==> src/rtl/tw_pkg.sv <==
package tw_pkg;

  typedef enum logic [2:0] {
    ST_IDLE,
    ST_CMD,
    ST_WGAP,
    ST_WBIT,
    ST_RBIT,
    ST_RHOLD,
    ST_TAIL
  } tw_state_e;

  // system cycles per serial half period, rounded up so the rate never exceeds target
  function automatic int half_cycles(input int sys_hz, input int sclk_hz);
    return (sys_hz + 2 * sclk_hz - 1) / (2 * sclk_hz);
  endfunction

endpackage

==> src/rtl/tw_clkdiv.sv <==
module tw_clkdiv #(
  parameter int HALF = 13,
  parameter int CW   = 4
) (
  input  logic clk,
  input  logic rst_n,
  input  logic run,
  output logic tick
);

  logic [CW-1:0] cnt_q, cnt_n;

  always_comb begin
    tick  = run && (cnt_q == CW'(HALF - 1));
    cnt_n = (!run || tick) ? '0 : cnt_q + CW'(1);
  end

  always_ff @(posedge clk or negedge rst_n) begin
    if (!rst_n) cnt_q <= '0;
    else        cnt_q <= cnt_n;
  end

endmodule

==> src/rtl/tw_shifter.sv <==
module tw_shifter #(
  parameter int W = 8
) (
  input  logic         clk,
  input  logic         rst_n,
  input  logic         load,
  input  logic [W-1:0] load_val,
  input  logic         tx_step,
  input  logic         rx_step,
  input  logic         dq_i,
  output logic         tx_bit,
  output logic [W-1:0] rx_byte
);

  logic [W-1:0] tx_q, tx_n, rx_q, rx_n;

  always_comb begin
    tx_n = tx_q;
    if (load)         tx_n = load_val;
    else if (tx_step) tx_n = {1'b0, tx_q[W-1:1]};
    rx_n = rx_step ? {dq_i, rx_q[W-1:1]} : rx_q;
  end

  always_ff @(posedge clk or negedge rst_n) begin
    if (!rst_n) begin
      tx_q <= '0;
      rx_q <= '0;
    end else begin
      tx_q <= tx_n;
      rx_q <= rx_n;
    end
  end

  assign tx_bit  = tx_q[0];
  assign rx_byte = rx_q;

endmodule

==> src/rtl/tw_ctrl.sv <==
module tw_ctrl
  import tw_pkg::*;
#(
  parameter int LEN_W = 4
) (
  input  logic             clk,
  input  logic             rst_n,
  input  logic             req_valid,
  input  logic             req_rd,
  input  logic [LEN_W-1:0] req_len,
  output logic             req_ready,
  input  logic             wr_valid,
  output logic             wr_ready,
  output logic             rd_valid,
  input  logic             rd_ready,
  input  logic             tick,
  output logic             run,
  output logic             sclk,
  output logic             ce,
  output logic             dq_oe,
  output logic             load_cmd,
  output logic             load_wr,
  output logic             tx_step,
  output logic             rx_step
);

  tw_state_e        st_q, st_n;
  logic             sclk_q, sclk_n;
  logic             ce_q, ce_n;
  logic             oe_q, oe_n;
  logic             rdm_q, rdm_n;
  logic [2:0]       bit_q, bit_n;
  logic [LEN_W-1:0] rem_q, rem_n;
  logic             shifting;

  assign shifting = (st_q == ST_CMD) || (st_q == ST_WBIT) || (st_q == ST_RBIT);

  always_comb begin
    st_n     = st_q;
    sclk_n   = sclk_q;
    ce_n     = ce_q;
    oe_n     = oe_q;
    rdm_n    = rdm_q;
    bit_n    = bit_q;
    rem_n    = rem_q;
    load_cmd = 1'b0;
    load_wr  = 1'b0;
    tx_step  = 1'b0;
    rx_step  = 1'b0;

    case (st_q)
      ST_IDLE: begin
        if (req_valid) begin
          st_n     = ST_CMD;
          ce_n     = 1'b1;
          oe_n     = 1'b1;
          rdm_n    = req_rd;
          rem_n    = req_len;
          bit_n    = 3'd0;
          load_cmd = 1'b1;
        end
      end
      ST_CMD, ST_WBIT, ST_RBIT: begin
        if (tick) begin
          if (!sclk_q) begin
            // end of low phase: rising edge, read bit captured here
            sclk_n  = 1'b1;
            rx_step = (st_q == ST_RBIT);
          end else begin
            // end of high phase: falling edge, next bit launched here
            sclk_n = 1'b0;
            if (bit_q != 3'd7) begin
              bit_n   = bit_q + 3'd1;
              tx_step = (st_q != ST_RBIT);
            end else begin
              bit_n = 3'd0;
              case (st_q)
                ST_CMD: begin
                  if (rdm_q) oe_n = 1'b0;
                  if (rem_q == '0) st_n = ST_TAIL;
                  else             st_n = rdm_q ? ST_RBIT : ST_WGAP;
                end
                ST_WBIT: begin
                  rem_n = rem_q - LEN_W'(1);
                  st_n  = (rem_q == LEN_W'(1)) ? ST_TAIL : ST_WGAP;
                end
                default: begin
                  rem_n = rem_q - LEN_W'(1);
                  st_n  = ST_RHOLD;
                end
              endcase
            end
          end
        end
      end
      ST_WGAP: begin
        if (wr_valid) begin
          load_wr = 1'b1;
          st_n    = ST_WBIT;
        end
      end
      ST_RHOLD: begin
        if (rd_ready) st_n = (rem_q == '0) ? ST_TAIL : ST_RBIT;
      end
      ST_TAIL: begin
        if (tick) begin
          st_n = ST_IDLE;
          ce_n = 1'b0;
          oe_n = 1'b0;
        end
      end
      default: st_n = ST_IDLE;
    endcase
  end

  always_ff @(posedge clk or negedge rst_n) begin
    if (!rst_n) begin
      st_q   <= ST_IDLE;
      sclk_q <= 1'b0;
      ce_q   <= 1'b0;
      oe_q   <= 1'b0;
      rdm_q  <= 1'b0;
      bit_q  <= 3'd0;
      rem_q  <= '0;
    end else begin
      st_q   <= st_n;
      sclk_q <= sclk_n;
      ce_q   <= ce_n;
      oe_q   <= oe_n;
      rdm_q  <= rdm_n;
      bit_q  <= bit_n;
      rem_q  <= rem_n;
    end
  end

  assign run       = shifting || (st_q == ST_TAIL);
  assign req_ready = (st_q == ST_IDLE);
  assign wr_ready  = (st_q == ST_WGAP);
  assign rd_valid  = (st_q == ST_RHOLD);
  assign sclk      = sclk_q;
  assign ce        = ce_q;
  assign dq_oe     = oe_q;

endmodule

==> src/rtl/tw_serial_master.sv <==
module tw_serial_master
  import tw_pkg::*;
#(
  parameter int SYS_HZ       = 50_000_000,
  parameter int SCLK_FAST_HZ = 2_000_000,
  parameter int SCLK_SLOW_HZ = 500_000,
  parameter bit LOW_VOLT     = 1'b0,
  parameter int LEN_W        = 4
) (
  input  logic             clk,
  input  logic             rst_n,
  input  logic             req_valid,
  output logic             req_ready,
  input  logic [7:0]       req_cmd,
  input  logic             req_rd,
  input  logic [LEN_W-1:0] req_len,
  input  logic             wr_valid,
  output logic             wr_ready,
  input  logic [7:0]       wr_data,
  output logic             rd_valid,
  input  logic             rd_ready,
  output logic [7:0]       rd_data,
  output logic             busy,
  output logic             ce,
  output logic             sclk,
  output logic             dq_o,
  output logic             dq_oe,
  input  logic             dq_i
);

  localparam int SCLK_HZ = LOW_VOLT ? SCLK_SLOW_HZ : SCLK_FAST_HZ;
  localparam int HALF    = half_cycles(SYS_HZ, SCLK_HZ);
  localparam int CW      = $clog2(HALF + 1);

  logic       tick, run;
  logic       load_cmd, load_wr, tx_step, rx_step;
  logic [7:0] load_val;

  assign load_val = load_cmd ? req_cmd : wr_data;

  tw_clkdiv #(.HALF(HALF), .CW(CW)) u_div (
    .clk  (clk),
    .rst_n(rst_n),
    .run  (run),
    .tick (tick)
  );

  tw_ctrl #(.LEN_W(LEN_W)) u_ctrl (
    .clk      (clk),
    .rst_n    (rst_n),
    .req_valid(req_valid),
    .req_rd   (req_rd),
    .req_len  (req_len),
    .req_ready(req_ready),
    .wr_valid (wr_valid),
    .wr_ready (wr_ready),
    .rd_valid (rd_valid),
    .rd_ready (rd_ready),
    .tick     (tick),
    .run      (run),
    .sclk     (sclk),
    .ce       (ce),
    .dq_oe    (dq_oe),
    .load_cmd (load_cmd),
    .load_wr  (load_wr),
    .tx_step  (tx_step),
    .rx_step  (rx_step)
  );

  tw_shifter #(.W(8)) u_shift (
    .clk     (clk),
    .rst_n   (rst_n),
    .load    (load_cmd | load_wr),
    .load_val(load_val),
    .tx_step (tx_step),
    .rx_step (rx_step),
    .dq_i    (dq_i),
    .tx_bit  (dq_o),
    .rx_byte (rd_data)
  );

  assign busy = ce;

endmodule

==> config.mk <==
export PLATFORM = sky130hd
export DESIGN_NAME = tw_serial_master
export DESIGN_NICKNAME = d
export VERILOG_FILES = /design/src/rtl/tw_pkg.sv /design/src/rtl/tw_clkdiv.sv /design/src/rtl/tw_shifter.sv /design/src/rtl/tw_ctrl.sv /design/src/rtl/tw_serial_master.sv
export SDC_FILE = /design/constraint.sdc
export NUM_CORES = 1
export LEC_CHECK = 0
export BUFFER_PORTS_ARGS = -buffer_cell sky130_fd_sc_hd__buf_2
export CAP_MARGIN = 5
export CORE_ASPECT_RATIO = 1.75
export CORE_MARGIN = 5
export CORE_UTILIZATION = 54
export DETAILED_ROUTE_END_ITERATION = 10
export PLACE_DENSITY_LB_ADDON = 0.2
export SYNTH_ARGS = -nofsm -noshare
export SYNTH_HDL_FRONTEND = slang
export SYNTH_SLANG_ARGS = --single-unit
==> constraint.sdc <==
create_clock -name clk -period 2.2 [get_ports clk]
set_input_delay 0.33 -clock clk [delete_from_list [all_inputs] [get_ports clk]]
set_output_delay 0.33 -clock clk [all_outputs]
set_load 0.01 [all_outputs]
==> impl_metrics.env, run 1 <==
export IMPL_outcome="finished, final reports clean"
export IMPL_first_global_vias=1724
export IMPL_antenna_found_initial=0
export IMPL_overflow=0
export IMPL_skew_ns=0.0107
export IMPL_dp_slack_ns=0.250
export IMPL_critPathMaxFanout=8
export IMPL_crit_type="register to register"
export IMPL_synth_largest_area_cell="dfrtp_1"
export IMPL_rsz0062_at_grt="no"
export IMPL_detail_route_vias_per_cell=5.84
export IMPL_drt_pass1_iterations=4
export IMPL_clk_path_buf_depth=2
export IMPL_max_cap_viol_count=0
export IMPL_slew_headroom_pct=49.1
export IMPL_start_util_pct=55.7
export IMPL_wl_um=4500
export IMPL_postCtsHoldBufs=0
export IMPL_synth_area_sq_um=2020
export IMPL_final_cell_mix="buf_2 (42), dfrtp_1 (34), nor2_1 (15), mux2i_1 (14), inv_1 (12)"
export IMPL_io_pins=43
export IMPL_grt_usage_pct=18.8
export IMPL_drt_iter0_drc=46
export IMPL_cts_resized=0
export IMPL_ff2ff_setup_slack_ns=0.25
export IMPL_fp_dieH_um=90.9
export IMPL_ant_nets=0
export IMPL_synth_seq_area_share_pct=42.1
export IMPL_post_route_period_util_pct=88.5
export IMPL_die_area_sq_um=5110
export IMPL_reg2reg_from="u_ctrl.bit_q[0]$_DFFE_PN0P_"
export IMPL_crit_path_end_kind="register"
export IMPL_cts_max_level=2
export IMPL_cts_setup_buffers=0
export IMPL_yosysUniqueCellTypes=50
export IMPL_setup_ws_ns=0.252
export IMPL_fp_dieW_um=56.2
export IMPL_clock_sinks=34
export IMPL_synth_edf_count=0
export IMPL_power_density_nw_per_um2=1130
export IMPL_vias=1693
export IMPL_drive_gt1_share_pct=29.1
export IMPL_placed_area_sq_um=2290
export IMPL_ctsRootBufferMaster="clkbuf_8"
export IMPL_synth_area_leaders="dfrtp_1 (42%), mux2i_1 (6.9%), mux2_4 (5.9%)"
export IMPL_synth_top_area_share_pct=42.1
export IMPL_fp_row_count=29
export IMPL_worstSkewPairLatency_ns=0.30
export IMPL_grt_pass1_wl_um=7790
export IMPL_drv_slew=0
export IMPL_synth_ff_type="dfrtp_1"
export IMPL_synthToLayoutAreaGrowth_pct=20.2
export IMPL_insertedDiodeCount=0
export IMPL_worstPathArrival_ns=2.12
export IMPL_numPortBuffers=42
export IMPL_yosysWarnings=0
export IMPL_async_reset_ff_share_pct=100
export IMPL_r2r_end="u_shift.tx_q[6]$_DFFE_PN0P_"
export IMPL_avgSynthCellArea_sq_um=10.2
export IMPL_synthCells=198
export IMPL_crit_required_ns=2.37
export IMPL_peakVddDrop_uv=703
export IMPL_fin_area_sq_um=2430
export IMPL_p_leak_nw=1.15
export IMPL_grt_max_degree=35
export IMPL_finalCriticalPeriod_ns=1.95
export IMPL_drc_errors=0
export IMPL_synth_seq_cells=34
export IMPL_gp_congestion=0.827
export IMPL_r2r_cells=5
export IMPL_max_freq_mhz=513
export IMPL_finalSetupViolCount=0
export IMPL_hold_viol=0
export IMPL_power_w=0.00274
export IMPL_cts_tree="done"
export IMPL_worstMarginPinSlew_ns=0.763
export IMPL_clk_pin_slew_ns=0.08
export IMPL_coreArea_sq_um=3630
export IMPL_wire_per_inst_um=15.5
export IMPL_critPathLaunchType="register"
export IMPL_setup_tns_ns=0
export IMPL_hp_class="primary input to async pin"
export IMPL_fill_cells=306
export IMPL_post_route_util_pct=66.9
export IMPL_nets=277
export IMPL_syn_nets=232
export IMPL_cts_inserted_buffers=5
export IMPL_hpwl_um=3380
export IMPL_final_common_cell="buf_2"
## cell families after synthesis
| logic type | synth area share [%] |
|---|---|
| fa+ha+maj | 4.33 |
| buf+inv | 5.45 |
| xor+xnor | 1.30 |
| mux | 13.4 |
| compound gates | 16.5 |
| flops | 42.1 |
| simple gates | 16.8 |
## power breakdown
part | switching [W] | internal [W] | total (W)
Sequential | 0.000154 | 0.000822 | 0.000976
Combinational | 0.000576 | 0.000480 | 0.00106
Clock | 0.000250 | 0.000454 | 0.000704
## flip-flops by register name (all words and copies together) (netlist names)
register / cells
u_ctrl.rdm_q: 1
u_ctrl.rem_q: 4
u_ctrl.bit_q: 3
u_ctrl.dq_oe: 1
u_div.cnt_q: 4
u_shift.rx_byte: 8
u_ctrl.ce: 1
u_ctrl.sclk: 1
u_ctrl.st_q: 3
u_shift.tx_q: 8
## cell type report
cell class	count	area [sq um]	share of cell area [%]
timing repair buffer	51	278	11.4
tap	46	57.6	2.37
clock buffer	5	68.8	2.83
clock inverter	3	68.8	2.83
inverter	12	45.0	1.85
multi-input combinational	139	1060	43.6
sequential	34	851	35.0
## metal layers
| layer | part of all wire (%) | GRT usage, % | wire, um | vias up |
|---|---|---|---|---|
| met4 | 2.1 | 7.92 | 95 | 0 |
| met2 | 53 | 33.9 | 2390 | 61 |
| met1 | 38 | 20.3 | 1730 | 806 |
| li1 | - | - | - | 818 |
| met3 | 6.4 | 5.01 | 287 | 8 |
| met5 | 0 | 0 | 0 | - |
## worst max-delay path by stage
| stage | from | endpoint | slack [ns] |
|---|---|---|---|
| 5_1_grt | u_ctrl.bit_q[0]$_DFFE_PN0P_ | u_shift.tx_q[0]$_DFFE_PN0P_ | 0.001 |
| 3_3_place_gp | u_ctrl.bit_q[0]$_DFFE_PN0P_ | u_ctrl.st_q[0]$_DFFE_PN0P_ | 0.26 |
| 6_report | u_ctrl.bit_q[0]$_DFFE_PN0P_ | u_shift.tx_q[6]$_DFFE_PN0P_ | 0.25 |
| 3_5_place_dp | u_ctrl.bit_q[0]$_DFFE_PN0P_ | u_shift.tx_q[1]$_DFFE_PN0P_ | 0.25 |
| 4_1_cts | u_ctrl.bit_q[0]$_DFFE_PN0P_ | u_shift.tx_q[6]$_DFFE_PN0P_ | 0.24 |
| 2_1_floorplan | u_ctrl.st_q[0]$_DFFE_PN0P_ | u_shift.tx_q[1]$_DFFE_PN0P_ | 0.42 |
## per-stage QoR
stage,hold slack [ns],instances
floorplan,0.0344,198
global placement,0.440,282
detailed placement,0.440,282
CTS,0.124,290
global route,0.169,290
finish,0.104,290
## cell usage after synthesis, types with 2 or more instances
cell type / count
or3_1: 4
nor4_1: 2
mux2_4: 8
nor3b_1: 2
nor2b_1: 2
a31oi_1: 3
clkbuf_1: 6
o211ai_1: 2
xnor2_1: 2
a21oi_1: 5
nand2b_1: 4
nand3_1: 3
and4_1: 2
mux2i_1: 14
nand4_1: 2
nand2_1: 11
ha_1: 7
o2111ai_1: 2
nand3b_1: 2
a211oi_1: 4
inv_1: 12
o21ai_0: 7
nor2_1: 15
a221o_1: 8
buf_2: 4
nor3_1: 6
o2bb2ai_1: 2
dfrtp_1: 34
a21o_1: 2
## worst max-delay path, cell delays in order, from the launching register on
cell      delay, ns
dfrtp_1        0.39
ha_1           0.20
ha_1           0.21
nor3b_1        0.40
a21boi_1       0.29
a221o_1        0.35
(Power assumes the default switching activity.)
==> run 2, diff against run 1 <==
==> constraint.sdc (replaced) <==
create_clock -name clk -period 2.2 [get_ports clk]
set_input_delay 0.55 -clock clk [delete_from_list [all_inputs] [get_ports clk]]
set_output_delay 0.55 -clock clk [all_outputs]
set_load 0.01 [all_outputs]
==> run 2 against run 1 <==
Net effect: worst hold slack improved by 0.22 ns; via count decreased by 2.1%; critical path depth unchanged; core utilization decreased by 1.4 points; sequential power about the same; register-to-register slack about the same; critical endpoint is now u_shift.tx_q[0]$_DFFE_PN0P_; sequential cell count unchanged.
==> impl_metrics.env, run 2 (synthesized netlist as in run 1, its figures left out) <==
export IMPL_rsz0062_at_grt="no"
export IMPL_critPathLaunchType="register"
export IMPL_max_freq_mhz=513
export IMPL_drive_gt1_share_pct=28.8
export IMPL_slowest_stage="nor3b_1"
export IMPL_cp_common_cell="ha_1"
export IMPL_crit_path_end_kind="register"
export IMPL_insertedDiodeCount=0
export IMPL_reg2reg_from="u_ctrl.bit_q[0]$_DFFE_PN0P_"
export IMPL_finalCriticalPeriod_ns=1.95
export IMPL_gp_congestion=0.818
export IMPL_power_w=0.00252
export IMPL_drt_iter0_drc=53
export IMPL_final_cell_mix="buf_2 (42), dfrtp_1 (34), nor2_1 (15), mux2i_1 (14), inv_1 (12)"
export IMPL_io_pins=43
export IMPL_grt_pass1_wl_um=7820
export IMPL_grt_usage_pct=19.3
export IMPL_cts_max_level=2
export IMPL_worstSkewPairLatency_ns=0.29
export IMPL_drv_slew=0
export IMPL_antenna_found_initial=0
export IMPL_p_int_w=0.00155
export IMPL_ant_nets=0
export IMPL_detail_route_vias_per_cell=5.73
export IMPL_clk_pin_slew_ns=0.07
export IMPL_p_leak_nw=1.13
export IMPL_swShare_pct=38.5
export IMPL_peakVddDrop_uv=635
export IMPL_finalSetupViolCount=0
export IMPL_critPathMaxFanout=8
export IMPL_drc_errors=0
export IMPL_wire_per_inst_um=15.7
export IMPL_cts_inserted_buffers=5
export IMPL_dp_cells=281
export IMPL_setup_tns_ns=0
export IMPL_synthToLayoutAreaGrowth_pct=17.7
export IMPL_numPortBuffers=42
export IMPL_fp_row_count=29
export IMPL_fp_dieH_um=90.9
export IMPL_die_area_sq_um=5110
export IMPL_comb_power_share_pct=41.6
export IMPL_p_clk_share_pct=19.6
export IMPL_crit_type="register to register"
export IMPL_first_global_vias=1656
export IMPL_drt_pass1_iterations=4
export IMPL_worstPathArrival_ns=2.12
export IMPL_worstMarginPinSlew_ns=0.758
export IMPL_max_stage_delay_ns=0.41
export IMPL_crit_required_ns=2.37
export IMPL_worst_path_buf_inv=0
export IMPL_coreArea_sq_um=3630
export IMPL_clk_path_buf_depth=2
export IMPL_fp_dieW_um=56.2
export IMPL_outcome="finished, final reports clean"
export IMPL_max_cap_viol_count=0
export IMPL_grt_max_degree=35
export IMPL_final_common_cell="buf_2"
export IMPL_cp_top_family="compound AO/OA/AOI/OAI gates"
export IMPL_vias=1657
export IMPL_hold_viol=0
export IMPL_sequentialPowerShare_pct=38.8
export IMPL_cts_setup_buffers=0
export IMPL_path_cells="ha_1 -> ha_1 -> nor3b_1 -> a21boi_1 -> a221o_1"
export IMPL_clock_sinks=34
export IMPL_hp_class="primary input to async pin"
export IMPL_crit_start="u_ctrl.bit_q[0]$_DFFE_PN0P_"
export IMPL_nets=276
export IMPL_hpwl_um=3400
export IMPL_cts_tree="done"
export IMPL_switching_power_w=0.000969
export IMPL_post_route_util_pct=65.6
export IMPL_power_density_nw_per_um2=1060
export IMPL_start_util_pct=55.7
export IMPL_finalNonFillerCells=289
export IMPL_postCtsHoldBufs=0
export IMPL_cts_resized=0
export IMPL_wl_um=4530
export IMPL_ctsRootBufferMaster="clkbuf_8"
export IMPL_overflow=0
export IMPL_slew_headroom_pct=49.5
export IMPL_post_route_period_util_pct=88.7
export IMPL_skew_ns=0.00568
-- run 2: path summary, 6_finish.rpt --
check / end / slack, ns / cells after the start
setup / recovery: u_shift.tx_q[0]$_DFFE_PN0P_ / 0.25 / 5
hold / removal: u_div.cnt_q[2]$_DFF_PN0_ / 0.32 / 1
setup reg to reg: u_shift.tx_q[0]$_DFFE_PN0P_ / 0.25 / 5
hold reg to reg: u_ctrl.dq_oe$_DFFE_PN0P_ / 0.49 / 1
max in group asynchronous: u_ctrl.rdm_q$_DFFE_PN0P_ / 1.39 / 1
min in group clk: u_shift.rx_byte[7]$_DFFE_PN0P_ / 0.49 / 2
-- run 2: layout make-up --
type / count / area (sq um)
Clock buffer: 6 / 82.6
Clock inverter: 2 / 12.5
Fill cell: 313 / 1250
Inverter: 12 / 45.0
Multi-Input combinational cell: 139 / 1060
Sequential cell: 34 / 851
Tap cell: 46 / 57.6
Timing Repair Buffer: 50 / 270
-- run 2: power groups by stage --
stage / Sequential, W / Clock [W] / Combinational, W
3_5_place_dp: 0.000982 / 0 / 0.00106
4_1_cts: 0.000975 / 0.000501 / 0.00106
5_1_grt: 0.00101 / 0.000540 / 0.00119
2_1_floorplan: 0.000965 / 0 / 0.000778
3_3_place_gp: 0.000981 / 0 / 0.00104
6_report: 0.000977 / 0.000492 / 0.00105
-- run 2: through the flow --
| stage | hold slack (ns) | area (sq um) | worst slack [ns] |
|---|---|---|---|
| floorplan | 0.254 | 2020 | 0.292 |
| global placement | 0.473 | 2280 | 0.261 |
| detailed placement | 0.468 | 2280 | 0.211 |
| CTS | 0.351 | 2380 | 0.196 |
| global route | 0.399 | 2380 | 0.00961 |
| finish | 0.325 | 2380 | 0.249 |
-- run 2: metal layers --
layer,part of all wire [%],GRT usage [%],up-vias
li1,-,-,813
met1,39,22.8,784
met2,53,33.3,54
met3,6.1,4.29,6
met4,1.8,7.52,0
met5,0,0,-
==> run 3, diff against run 2 <==
--- a/config.mk
+++ b/config.mk
@@ -5,13 +5,15 @@
 export SDC_FILE = /design/constraint.sdc
 export NUM_CORES = 1
 export LEC_CHECK = 0
+export ABC_AREA = 1
 export BUFFER_PORTS_ARGS = -buffer_cell sky130_fd_sc_hd__buf_2
 export CAP_MARGIN = 5
 export CORE_ASPECT_RATIO = 1.75
 export CORE_MARGIN = 5
-export CORE_UTILIZATION = 54
+export CORE_UTILIZATION = 55
 export DETAILED_ROUTE_END_ITERATION = 10
 export PLACE_DENSITY_LB_ADDON = 0.2
+export SKIP_CTS_REPAIR_TIMING = 1
 export SYNTH_ARGS = -nofsm -noshare
 export SYNTH_HDL_FRONTEND = slang
 export SYNTH_SLANG_ARGS = --single-unit
==> run 3 against run 2 <==
Net effect: largest cell class unchanged; critical path depth shrank 1; die area grew 1.7%; total power grew 18%; critical endpoint is now req_ready; non-clock buffer count shrank 8; via count grew 11%.
==> impl_metrics.env, run 3 <==
export IMPL_final_common_cell="nand2_1"
export IMPL_die_area_sq_um=5200
export IMPL_drt_pass1_iterations=4
export IMPL_grt_pass1_wl_um=7750
export IMPL_overflow=0
export IMPL_worstPathArrival_ns=1.29
export IMPL_setup_tns_ns=0
export IMPL_synth_compound_area_share_pct=6.26
export IMPL_synth_top_area_share_pct=40.5
export IMPL_crit_required_ns=1.65
export IMPL_coreArea_sq_um=3660
export IMPL_multi_input_area_sq_um=1040
export IMPL_power_density_nw_per_um2=1240
export IMPL_rsz0062_at_grt="no"
export IMPL_numPortBuffers=42
export IMPL_first_global_vias=1793
export IMPL_synth_largest_area_cell="dfrtp_1"
export IMPL_synth_ff_type="dfrtp_1"
export IMPL_crit_path_end_kind="output port"
export IMPL_synth_area_sq_um=2100
export IMPL_p_leak_nw=1.29
export IMPL_cts_max_level=2
export IMPL_synth_seq_cells=34
export IMPL_grt_usage_pct=18.9
export IMPL_syn_nets=306
export IMPL_worstMarginPinSlew_ns=0.758
export IMPL_max_stage_delay_ns=0.51
export IMPL_synthCells=272
export IMPL_vias=1838
export IMPL_synthToLayoutAreaGrowth_pct=13.8
export IMPL_critPathLaunchType="register"
export IMPL_yosysWarnings=0
export IMPL_synthAdderAreaFrac_pct=4.17
export IMPL_fp_dieH_um=91.7
export IMPL_synthXorXnorAreaFrac_pct=1.67
export IMPL_final_cell_mix="nand2_1 (80), buf_2 (42), dfrtp_1 (34), nand3_1 (30), inv_1 (28)"
export IMPL_max_cap_viol_count=0
export IMPL_regArea_sq_um=851
export IMPL_finalCriticalPeriod_ns=1.84
export IMPL_post_route_period_util_pct=83.8
export IMPL_cts_tree="done"
export IMPL_clk_path_buf_depth=2
export IMPL_synth_area_mux_share_pct=0
export IMPL_synth_top_family_by_area="simple AND/OR/NAND/NOR gates"
export IMPL_gp_congestion=0.821
export IMPL_peakVddDrop_uv=734
export IMPL_max_freq_mhz=542
export IMPL_yosys_area_share_simple_pct=37.4
export IMPL_grt_max_degree=35
export IMPL_avgSynthCellArea_sq_um=7.71
export IMPL_fill_cells=334
export IMPL_drv_slew=0
export IMPL_wire_per_inst_um=12.4
export IMPL_cts_inserted_buffers=5
export IMPL_synth_seq_area_share_pct=40.5
export IMPL_slowest_stage="dfrtp_1"
export IMPL_async_reset_ff_share_pct=100
export IMPL_synth_edf_count=0
export IMPL_synth_common_cells="nand2_1 (80), dfrtp_1 (34), nand3_1 (30)"
export IMPL_io_pins=43
export IMPL_ctsRootBufferMaster="clkbuf_8"
export IMPL_detail_route_vias_per_cell=5.11
export IMPL_critPathMaxFanout=8
export IMPL_start_util_pct=57.3
export IMPL_nets=347
export IMPL_skew_ns=0.00569
export IMPL_worstSkewPairLatency_ns=0.29
export IMPL_synth_most_common_cell="nand2_1"
export IMPL_fp_dieW_um=56.7
export IMPL_wl_um=4480
export IMPL_finalSetupViolCount=0
export IMPL_clk_pin_slew_ns=0.07
export IMPL_drc_errors=0
export IMPL_yosysUniqueCellTypes=28
export IMPL_fp_row_count=29
export IMPL_hpwl_um=3630
export IMPL_antenna_found_initial=0
export IMPL_drt_iter0_drc=40
export IMPL_hp_class="primary input to async pin"
export IMPL_ant_nets=0
export IMPL_outcome="finished, final reports clean"
export IMPL_clock_sinks=34
export IMPL_setup_ws_ns=0.356
export IMPL_crit_type="register to output port"
export IMPL_dp_slack_ns=0.528
export IMPL_synth_area_leaders="dfrtp_1 (41%), nand2_1 (14%), nand3_1 (7.2%)"
export IMPL_hold_viol=0
export IMPL_path_cells="inv_4 -> nand2_4 -> nor2_4 -> buf_2"
export IMPL_drive_gt1_share_pct=25.5
export IMPL_slew_headroom_pct=49.5
export IMPL_insertedDiodeCount=0
[run 3: path summary, 6_finish.rpt]
kind	startpoint	endpoint	slack, ns	cells past startpoint
max	u_ctrl.st_q[1]$_DFFE_PN0P_	req_ready	0.36	4
min	rst_n	u_ctrl.bit_q[0]$_DFFE_PN0P_	0.33	1
max reg2reg	u_ctrl.st_q[1]$_DFFE_PN0P_	u_shift.tx_q[4]$_DFFE_PN0P_	0.53	10
min reg2reg	u_shift.tx_q[1]$_DFFE_PN0P_	u_shift.tx_q[1]$_DFFE_PN0P_	0.48	2
max in group asynchronous	rst_n	u_ctrl.ce$_DFFE_PN0P_	1.39	1
min in group clk	u_shift.tx_q[1]$_DFFE_PN0P_	u_shift.tx_q[1]$_DFFE_PN0P_	0.48	2
[run 3: power breakdown]
group | internal (W) | leakage, nW | switching, W
Combinational | 0.000526 | 0.808 | 0.000964
Clock | 0.000251 | 0.0472 | 0.000231
Sequential | 0.000812 | 0.438 | 0.000173
Total | 0.00159 | 1.29 | 0.00137
[run 3: cell families after synthesis]
group / Yosys count
buf+inv: 43
simple gates: 159
flops: 34
fa+ha+maj: 7
compound gates: 25
xor+xnor: 4
[run 3: routing by layer]
metal / global-route usage (%) / wire length (um) / vias up
met4: 10.3 / 190 / 0
li1: - / - / 928
met3: 4.21 / 260 / 15
met1: 18.1 / 1550 / 842
met2: 35.8 / 2470 / 53
met5: 0 / 0 / -
[run 3: cell type report]
cell class	count	share of cell area, %
clock buffer	6	3.46
clock inverter	2	0.524
inverter	35	5.71
multi-input combinational	195	43.5
sequential	34	35.6
tap	46	2.41
timing repair buffer	42	8.80
[run 3: metrics by stage]
stage	hold slack [ns]	cells	instance area [sq um]	total power [W]	utilization [%]
final	0.327	360	2390	0.00296	65.2
after global routing	0.401	360	2390	0.00325	65.2
after CTS	0.350	360	2390	0.00298	65.2
after detailed placement	0.461	352	2290	0.00249	62.6
after global placement	0.458	352	2290	0.00246	62.6
after floorplan	0.254	272	2100	0.00222	-
[run 3: worst max-delay path, delay by kind of cell, from the launching register on]
kind,cells,cell delay (ns)
flops,1,0.51
simple gates,2,0.19
buf+inv,2,0.30
